**src/rtl/smw_pkg.sv**
```systemverilog
package smw_pkg;
  typedef enum logic [0:0] {
    SQ_IDLE = 1'b0,
    SQ_RUN  = 1'b1
  } sq_state_e;

  localparam int unsigned SMW_WORD_BYTES = 4;
endpackage

```
**src/rtl/smw_rst_sync.sv**
```systemverilog
module smw_rst_sync #(
  parameter int unsigned STAGES = 2
) (
  input  logic clk,
  input  logic rst_n,
  output logic rst_sync_n
);
  logic [STAGES-1:0] sync_q;

  always_ff @(posedge clk or negedge rst_n) begin
    if (!rst_n) sync_q <= '0;
    else        sync_q <= {sync_q[STAGES-2:0], 1'b1};
  end

  assign rst_sync_n = sync_q[STAGES-1];
endmodule

```
**src/rtl/smw_fifo.sv**
```systemverilog
module smw_fifo #(
  parameter int unsigned DATA_W = 32,
  parameter int unsigned DEPTH  = 16
) (
  input  logic                     clk,
  input  logic                     rst_n,
  input  logic                     clr,
  input  logic                     push,
  input  logic [DATA_W-1:0]        push_data,
  input  logic                     pop,
  output logic [DATA_W-1:0]        head,
  output logic [$clog2(DEPTH)-1:0] cnt,
  output logic                     full,
  output logic                     empty,
  output logic                     ready
);
  localparam int unsigned CNT_W = $clog2(DEPTH);
  localparam logic [CNT_W-1:0] LAST_LVL = CNT_W'(DEPTH - 1);

  logic [DATA_W-1:0] store_q [DEPTH];
  logic [CNT_W-1:0]  wp_q, wp_n, rp_q, rp_n, cnt_q, cnt_n;
  logic              full_q, full_n;
  logic              wr_en;

  assign wr_en = push && !clr;

  always_comb begin
    wp_n   = wp_q;
    rp_n   = rp_q;
    cnt_n  = cnt_q;
    full_n = full_q;
    if (clr) begin
      wp_n   = '0;
      rp_n   = '0;
      cnt_n  = '0;
      full_n = 1'b0;
    end else begin
      if (push) wp_n = wp_q + 1'b1;
      if (pop)  rp_n = rp_q + 1'b1;
      if (push && !pop) begin
        cnt_n = cnt_q + 1'b1;
        if (cnt_q == LAST_LVL) full_n = 1'b1;
      end else if (pop && !push) begin
        cnt_n  = cnt_q - 1'b1;
        full_n = 1'b0;
      end
    end
  end

  always_ff @(posedge clk or negedge rst_n) begin
    if (!rst_n) begin
      wp_q   <= '0;
      rp_q   <= '0;
      cnt_q  <= '0;
      full_q <= 1'b0;
    end else begin
      wp_q   <= wp_n;
      rp_q   <= rp_n;
      cnt_q  <= cnt_n;
      full_q <= full_n;
    end
  end

  for (genvar g = 0; g < DEPTH; g++) begin : g_slot
    always_ff @(posedge clk) begin
      if (wr_en && (wp_q == CNT_W'(g))) store_q[g] <= push_data;
    end
  end

  assign head  = store_q[rp_q];
  assign cnt   = cnt_q;
  assign full  = full_q;
  assign empty = !full_q && (cnt_q == '0);
  assign ready = !full_q;
endmodule

```
**src/rtl/smw_seq.sv**
```systemverilog
module smw_seq
  import smw_pkg::*;
#(
  parameter int unsigned ADDR_W = 32,
  parameter int unsigned LEN_W  = 16
) (
  input  logic              clk,
  input  logic              rst_n,
  input  logic              start,
  input  logic [ADDR_W-1:0] start_addr,
  input  logic [LEN_W-1:0]  start_len,
  input  logic              fifo_empty,
  input  logic              waitreq,
  output logic              wr_req,
  output logic [ADDR_W-1:0] wr_addr,
  output logic              pop,
  output logic              busy,
  output logic              done
);
  localparam logic [ADDR_W-1:0] ADDR_STEP = ADDR_W'(SMW_WORD_BYTES);
  localparam logic [LEN_W-1:0]  ONE_LEFT  = LEN_W'(1);

  sq_state_e         st_q, st_n;
  logic [ADDR_W-1:0] addr_q, addr_n;
  logic [LEN_W-1:0]  rem_q, rem_n;
  logic              done_q, done_n;
  logic              accept;

  assign wr_req = (st_q == SQ_RUN) && !fifo_empty;
  assign accept = wr_req && !waitreq;

  always_comb begin
    st_n   = st_q;
    addr_n = addr_q;
    rem_n  = rem_q;
    done_n = 1'b0;
    unique case (st_q)
      SQ_IDLE: begin
        if (start) begin
          addr_n = start_addr;
          rem_n  = start_len;
          if (start_len == '0) done_n = 1'b1;
          else                 st_n   = SQ_RUN;
        end
      end
      SQ_RUN: begin
        if (accept) begin
          addr_n = addr_q + ADDR_STEP;
          rem_n  = rem_q - 1'b1;
          if (rem_q == ONE_LEFT) begin
            st_n   = SQ_IDLE;
            done_n = 1'b1;
          end
        end
      end
      default: st_n = SQ_IDLE;
    endcase
  end

  always_ff @(posedge clk or negedge rst_n) begin
    if (!rst_n) begin
      st_q   <= SQ_IDLE;
      addr_q <= '0;
      rem_q  <= '0;
      done_q <= 1'b0;
    end else begin
      st_q   <= st_n;
      addr_q <= addr_n;
      rem_q  <= rem_n;
      done_q <= done_n;
    end
  end

  assign wr_addr = addr_q;
  assign pop     = accept;
  assign busy    = (st_q == SQ_RUN);
  assign done    = done_q;
endmodule

```
**src/rtl/stm_wr_master.sv**
```systemverilog
module stm_wr_master #(
  parameter int unsigned DATA_W = 32,
  parameter int unsigned DEPTH  = 16,
  parameter int unsigned ADDR_W = 32,
  parameter int unsigned LEN_W  = 16
) (
  input  logic                     clk,
  input  logic                     rst_n,
  input  logic                     flush,
  input  logic                     snk_valid,
  input  logic [DATA_W-1:0]        snk_data,
  output logic                     snk_ready,
  input  logic                     cmd_start,
  input  logic [ADDR_W-1:0]        cmd_addr,
  input  logic [LEN_W-1:0]         cmd_len,
  output logic                     busy,
  output logic                     done,
  output logic [$clog2(DEPTH)-1:0] fill_cnt,
  output logic                     fill_full,
  output logic [ADDR_W-1:0]        mem_addr,
  output logic                     mem_write,
  output logic [DATA_W-1:0]        mem_wdata,
  output logic [DATA_W/8-1:0]      mem_be,
  input  logic                     mem_waitreq
);
  localparam int unsigned BE_W = DATA_W / 8;

  logic rst_i_n;
  logic push, pop, flush_en, fifo_empty, seq_busy;

  smw_rst_sync #(.STAGES(2)) u_rst (
    .clk        (clk),
    .rst_n      (rst_n),
    .rst_sync_n (rst_i_n)
  );

  assign push     = snk_valid && snk_ready;
  assign flush_en = flush && !seq_busy;

  smw_fifo #(.DATA_W(DATA_W), .DEPTH(DEPTH)) u_fifo (
    .clk       (clk),
    .rst_n     (rst_i_n),
    .clr       (flush_en),
    .push      (push),
    .push_data (snk_data),
    .pop       (pop),
    .head      (mem_wdata),
    .cnt       (fill_cnt),
    .full      (fill_full),
    .empty     (fifo_empty),
    .ready     (snk_ready)
  );

  smw_seq #(.ADDR_W(ADDR_W), .LEN_W(LEN_W)) u_seq (
    .clk        (clk),
    .rst_n      (rst_i_n),
    .start      (cmd_start),
    .start_addr (cmd_addr),
    .start_len  (cmd_len),
    .fifo_empty (fifo_empty),
    .waitreq    (mem_waitreq),
    .wr_req     (mem_write),
    .wr_addr    (mem_addr),
    .pop        (pop),
    .busy       (seq_busy),
    .done       (done)
  );

  assign busy   = seq_busy;
  assign mem_be = {BE_W{1'b1}};
endmodule

```
**config.mk**
```make
export PLATFORM = sky130hd
export DESIGN_NAME = stm_wr_master
export DESIGN_NICKNAME = d
export VERILOG_FILES = /design/src/rtl/smw_pkg.sv /design/src/rtl/smw_rst_sync.sv /design/src/rtl/smw_fifo.sv /design/src/rtl/smw_seq.sv /design/src/rtl/stm_wr_master.sv
export SDC_FILE = /design/constraint.sdc
export NUM_CORES = 1
export LEC_CHECK = 0
export BUFFER_PORTS_ARGS = -buffer_cell sky130_fd_sc_hd__buf_2
export CORE_MARGIN = 4
export CORE_UTILIZATION = 60
export CTS_CLUSTER_DIAMETER = 50
export DETAILED_ROUTE_END_ITERATION = 7
export GPL_TIMING_DRIVEN = 0
export PLACE_DENSITY_LB_ADDON = 0.2
export SYNTH_ARGS = -nofsm -noshare
export SYNTH_HDL_FRONTEND = slang
export SYNTH_SLANG_ARGS = --single-unit
```
**constraint.sdc**
```tcl
create_clock -name clk -period 2.8 [get_ports clk]
set_clock_uncertainty 0.2 [all_clocks]
set_input_delay 0.14 -clock clk [delete_from_list [all_inputs] [get_ports clk]]
set_output_delay 0.14 -clock clk [all_outputs]
set_load 0.02 [all_outputs]
```
# After elaboration in Yosys (flattened, before gate mapping)
# Memory sizes are Yosys's and may differ from the RTL's.
# Cells that the tools add are included.
# classes
addsub	6
n_eq_ne	20
n_mux	104
bitwise	1
n_reduce_logical	54
# ops
op	count
two-way mux 32 bit	17
OR reduction 32 bit	15
two-way mux 4 bit	22
case mux 32 bit (2 select lines)	1
two-way mux 1 bit	59
equality test 4 bit (second input constant)	9
adder 32 x 3 -> 32 bit (second input constant)	1
two-way mux 16 bit	2
case mux 16 bit (2 select lines)	1
logical AND 1 bit	24
equality test 16 x 1 -> 1 bit (second input constant)	1
equality test 4 x 3 -> 1 bit (second input constant)	4
zero test 16 bit	1
subtractor 16 x 1 -> 16 bit (second input constant)	1
adder 4 x 1 -> 4 bit (second input constant)	3
equality test 4 x 2 -> 1 bit (second input constant)	2
zero test 4 bit	2
zero test 1 bit	7
equality test 4 x 1 -> 1 bit (second input constant)	1
inequality test 2 bit (second input constant)	2
case mux 1 bit (2 select lines)	2
AND reduction 2 bit	2
nonzero test 2 bit	2
subtractor 4 x 1 -> 4 bit (second input constant)	1
3 further kinds	3
# totals
reg_bits	65
mem_bits_rw	512
in_bits	86
wordCells	195
n_memories	1
# mem_list
memory	words	word_bits	read_ports	rd_ports_with_merged_regs	wr	line_no	source
u_fifo.store_q	16	32	1	0	1	smw_fifo.sv:20	logic [DATA_W-1:0] store_q [DEPTH];

# Depth between registers and ports, before layout
# logic_depth
ltp_word	23
depth_mapped	8
mapped_depth_nobuf	8

# Modules after synthesis
# From an unflattened synthesis, not the netlist that was laid out.
# hier_totals
hier_cells	1267
area_unflattened_um2	23151.0
# by_module_without_submodules
module	n_inst	cells_per_inst	area_each_um2	seq_area_each_um2
smw_fifo	1	891	20010.4	15700.1
smw_seq	1	366	3032.9	1251.2
smw_rst_sync	1	3	53.8	50.0
stm_wr_master	1	7	53.8	0.0

# Worst setup path before layout
# No wires, ideal clock.
# synth_path
kind	reg-to-reg
startpoint	reg u_seq.st_q, in the netlist u_seq.busy
endpoint	mem u_fifo.store_q[0][0], enable pin
arrival_time_ps	3435
setup_slack_ps	-1296
path_stages_with_launch	6
synth_period_minus_slack_ps	4096
path_cell_list	dfrtp_1 -> clkbuf_1 -> nor2b_1 -> nor2_1 -> nand2_1 -> nor3_1
# synth_via
elab_chain_cells	23
word_cells_on_any_way	97
classes_between	62 x mux; 35 x reduce/logical
# synth_rtl
item	line_no	source
from (decl)	smw_seq.sv:23	sq_state_e st_q, st_n;
from (signal assigned)	smw_seq.sv:67	st_q <= st_n;
zero test 1 bit (*)	stm_wr_master.sv:38	assign flush_en = flush && !seq_busy;
logical AND 1 bit (*)	stm_wr_master.sv:38	
zero test 1 bit (*)	smw_fifo.sv:25	assign wr_en = push && !clr;
logical AND 1 bit (*)	smw_fifo.sv:25	
logical AND 1 bit	smw_fifo.sv:66	if (wr_en && (wp_q == CNT_W'(g))) store_q[g] <= push_data;
two-way mux 1 bit	smw_fifo.sv:66	
two-way mux 1 bit (implied by the code)	smw_fifo.sv:66	
OR reduction 32 bit (no source line)	-	
two-way mux 4 bit (no source line) / two-way mux 1 bit (equally long branches) (15 in a row)	-	
to (decl)	smw_fifo.sv:20	
# Mark *: on every way between the ends. The rest lies on a longest branch, timed or not.

# Worst setup path in the final report
# layout_path
startpoint	reg u_fifo.rp_q[0]
endpoint	out mem_wdata[12]
# layout_via
elab_chain_cells	1
# layout_rtl
item	line_no	source
from (decl)	smw_fifo.sv:21	logic [CNT_W-1:0] wp_q, wp_n, rp_q, rp_n, cnt_q, cnt_n;
from (signal assigned)	smw_fifo.sv:58	rp_q <= rp_n;
memory read (16 x 32 bit)	-	
to (decl)	stm_wr_master.sv:22	output logic [DATA_W-1:0] mem_wdata,
# No other way between the ends.

==> impl_results.md <==
* Vias per cell at 6.81
* Clock Power Share at 25.9%
* #FFs+latches synth at 577
* Cell Rows at 72
* Total Routing Usage GR at 33.3%
* CTS root buf: clkbuf_16
* Setup TNS at -8.02 ns
* Max frequency at 320 MHz
* GPL Wtd Cong at 0.931
* Routed Antenna Nets at 0
* Placed insts at 1930
* RR Endpoint: u_fifo.cnt[3]
* CTS HTree Levels at 2
* Drt wl/cell at 32.1 um
* Outcome: finished, violations left
* Setup crit end: mem_wdata[12]
* Least-Margin Pin Slew at 1.00 ns
* Failing checks: negative setup slack
* Fraction of layout cells with a size suffix above 1 at 35.0%
* Inserted Clock Buffers at 57
* Post-route minimum period at 3.12 ns
* Pins over their slew limit at 0
* Largest net degree at the start of global routing at 64
* Die width at 206 um
* Vias at 14808
* Clock Latency Late Sink at 0.61 ns
* Unique cell type count in the Yosys netlist at 71
* PD cells at 1020 mW/mm^2
* Final setup vio count at 32
* Switch Pwr at 9890 uW
* Fill count at 2095
* Seq/Total Area, Yosys at 72.0%
* Data required time of the worst path at 2.46 ns
* DPL Wire Length at 37100 um
* CORE AREA at 0.0387 sq mm
* Comb power frac at 37.2%
* R2R setup slack at 0.02 ns
* Global-route wire length before repair at 102000 um
* RR Startpoint: u_fifo.full
* CP startpoint: u_fifo.rp_q[0]
* Clk pin slew, worst setup/hold paths at 0.06 ns
* Synth-to-Final Area Change at 25.6%
* Seq pwr share at 36.9%
* Hold Violations, Final at 0
* Mapped Area at 0.0236 sq mm
* Hold slack at 0.0733 ns
* Hold/Removal Path Class: input port to flop
* DRT Pass-1 Iters at 6
* DR iter-0 viols at 1949
* Fin crit share at 111%
* Dominant synthesized flop cell: edfxtp_1
* Max clock buf depth at 3
* Static Leak at 0.0101 uW
* Worst setup path class: flop to output port
* Antenna violations before repair at 0
* Worst path arrival time at 2.78 ns
* Worst-case reg-to-reg path depth at 9
* CTS sink count at 577
* Initial Util at 61.0%
* CP Capture Type: output port
* Ys async rst share at 11.3%
* Final #Nets at 1705
* Average cell area after synthesis at 19.2 sq um
* EDFF count, synth at 512
* Post-place setup slack at -0.881 ns
* Full die area at 0.0426 sq mm
* Post-Syn Instances at 1230
* Post-Layout Cell Count at 2174
* Vias in the first global route at 15139
* Worst vdd ir at 663 uV
* CP Max Fanout at 5
* Syn. warnings at 0
* Commonest non-fill, non-tap cells in the layout: edfxtp_1, mux4_2, buf_2, dlygate4sd3_1, clkbuf_16
* Int Power at 20300 uW
* Startpoint Class: flop
* DIE HEIGHT at 206 um
* # IOs at 163
* Switching Share at 32.8%
* # port buffers at 158
* Drc violations at 0
* Global route total overflow at 0
* Routed WL at 69800 um
* Most common cell after layout, fill and taps aside: edfxtp_1
* Final Core Density at 76.6%
* Slew HR at 32.5%
* Min setup slack post-route at -0.322 ns
* Max Cap Viol at 0
* RSZ-0062 raised after global routing: yes
* TritonCTS clock tree: built
[how the worst min path moves through the flow]
stage | start | endpoint | cells after the start
floorplan | rst_n | u_rst.sync_q[0] | 0
global placement | rst_n | u_rst.sync_q[0] | 1
detailed placement | rst_n | u_rst.sync_q[0] | 1
CTS | cmd_start | u_seq.rem_q[0] | 5
global route | cmd_start | u_seq.rem_q[0] | 5
finish | cmd_addr[1] | u_seq.wr_addr[1] | 4
[Yosys cell counts (5+ instances only)]
cell type / n / share of area, %
mux2_2: 6 / 0.29
nor2b_1: 20 / 0.53
mux4_2: 160 / 15
a21oi_1: 12 / 0.25
xnor2_1: 6 / 0.22
mux2i_1: 6 / 0.25
ha_1: 10 / 0.53
or4_1: 16 / 0.51
nand4_1: 17 / 0.45
dfrtp_1: 65 / 6.9
nand2_1: 44 / 0.70
buf_4: 5 / 0.16
inv_1: 16 / 0.25
o31ai_1: 8 / 0.25
nand2b_1: 10 / 0.26
edfxtp_1: 512 / 65
a211oi_1: 20 / 0.64
o21ai_0: 9 / 0.19
o211a_1: 5 / 0.21
a31oi_1: 24 / 0.64
o211ai_1: 6 / 0.19
nor2_1: 36 / 0.57
buf_2: 11 / 0.23
clkbuf_1: 48 / 0.76
nor4_1: 18 / 0.48
nand3_1: 18 / 0.38
and3_1: 6 / 0.16
o41ai_1: 5 / 0.19
buf_1: 12 / 0.19
nor3_1: 21 / 0.45
[state kept, by name, summed over array words and instances, names as in the netlist]
signal          count
u_fifo.full         1
u_seq.rem_q        16
u_fifo.store_q    512
u_seq.busy          1
u_fifo.rp_q         4
u_seq.done          1
u_fifo.cnt          4
u_seq.wr_addr      32
u_rst.sync_q        2
u_fifo.wp_q         4
[power groups by stage]
| stage | Sequential [uW] | Clock (uW) | Combinational (uW) |
|---|---|---|---|
| after detailed placement | 11200 | 0 | 8780 |
| after CTS | 11100 | 7780 | 11200 |
| after global routing | 11200 | 8270 | 11700 |
| after floorplan | 11200 | 0 | 5620 |
| final | 11200 | 7810 | 11200 |
| after global placement | 11200 | 0 | 8370 |
[critical path, cell delays in order (launching register included)]
cell,delay [ns]
dfrtp_2,0.43
buf_6,0.14
clkbuf_16,0.16
buf_12,0.12
buf_12,0.12
mux4_2,0.50
mux4_2,0.53
buf_6,0.16
[metrics by stage]
| step | power (uW) | cell area [sq um] |
|---|---|---|
| 2_1_floorplan | 16900 | 23700 |
| 3_3_place_gp | 19500 | 25100 |
| 3_5_place_dp | 19900 | 25600 |
| 4_1_cts | 30000 | 29700 |
| 5_1_grt | 31200 | 29700 |
| 6_report | 30200 | 29700 |
[what timing repair did]
| item | CTS | global route |
|---|---|---|
| resized for setup | 217 | 32 |
| buffers inserted | 37 | 11 |
| setup endpoints to repair | 565 | 164 |
| hold endpoints to repair | 570 | 0 |
| pin swaps | 20 | 7 |
| hold buffers | 87 | 0 |
| gates cloned | 13 | 1 |
[area by class of cell]
type                    instances  area [sq um]  area share [%]
flip-flops and latches        577         17000            57.3
multi-input cells             563          6490            21.9
repair buffers                320          2980            10.0
clock buffers                  68          1490            5.02
well taps                     518           648            2.18
plain buffers                  72           601            2.02
clock inverters                38           389            1.31
inverters                      17          65.1           0.219
diodes                          1          2.50         0.00843
[routing by layer]
metal / part of all wire, % / wire (um) / GRT usage [%]
met5: 0 / 0 / 0
met2: 51 / 35400 / 55.4
met1: 35 / 24600 / 44.6
met4: 4.1 / 2830 / 12.2
met3: 10 / 6970 / 6.54
[cells by family (layout without fill, tap and decap cells)]
kind of cell / Yosys count / in the layout / synth area share (%)
AO/OA/AOI/OAI: 132 / 132 / 4.12
XOR/XNOR: 9 / 9 / 0.334
adder cells (fa/ha/maj): 11 / 11 / 0.615
buffers and inverters: 94 / 515 / 1.64
flip-flops: 577 / 577 / 72.0
multiplexers: 172 / 172 / 15.8
other: 1 / 6 / 0.0159
AND/OR/NAND/NOR: 234 / 234 / 5.49
No activity file was read; power rests on OpenSTA's default activity.
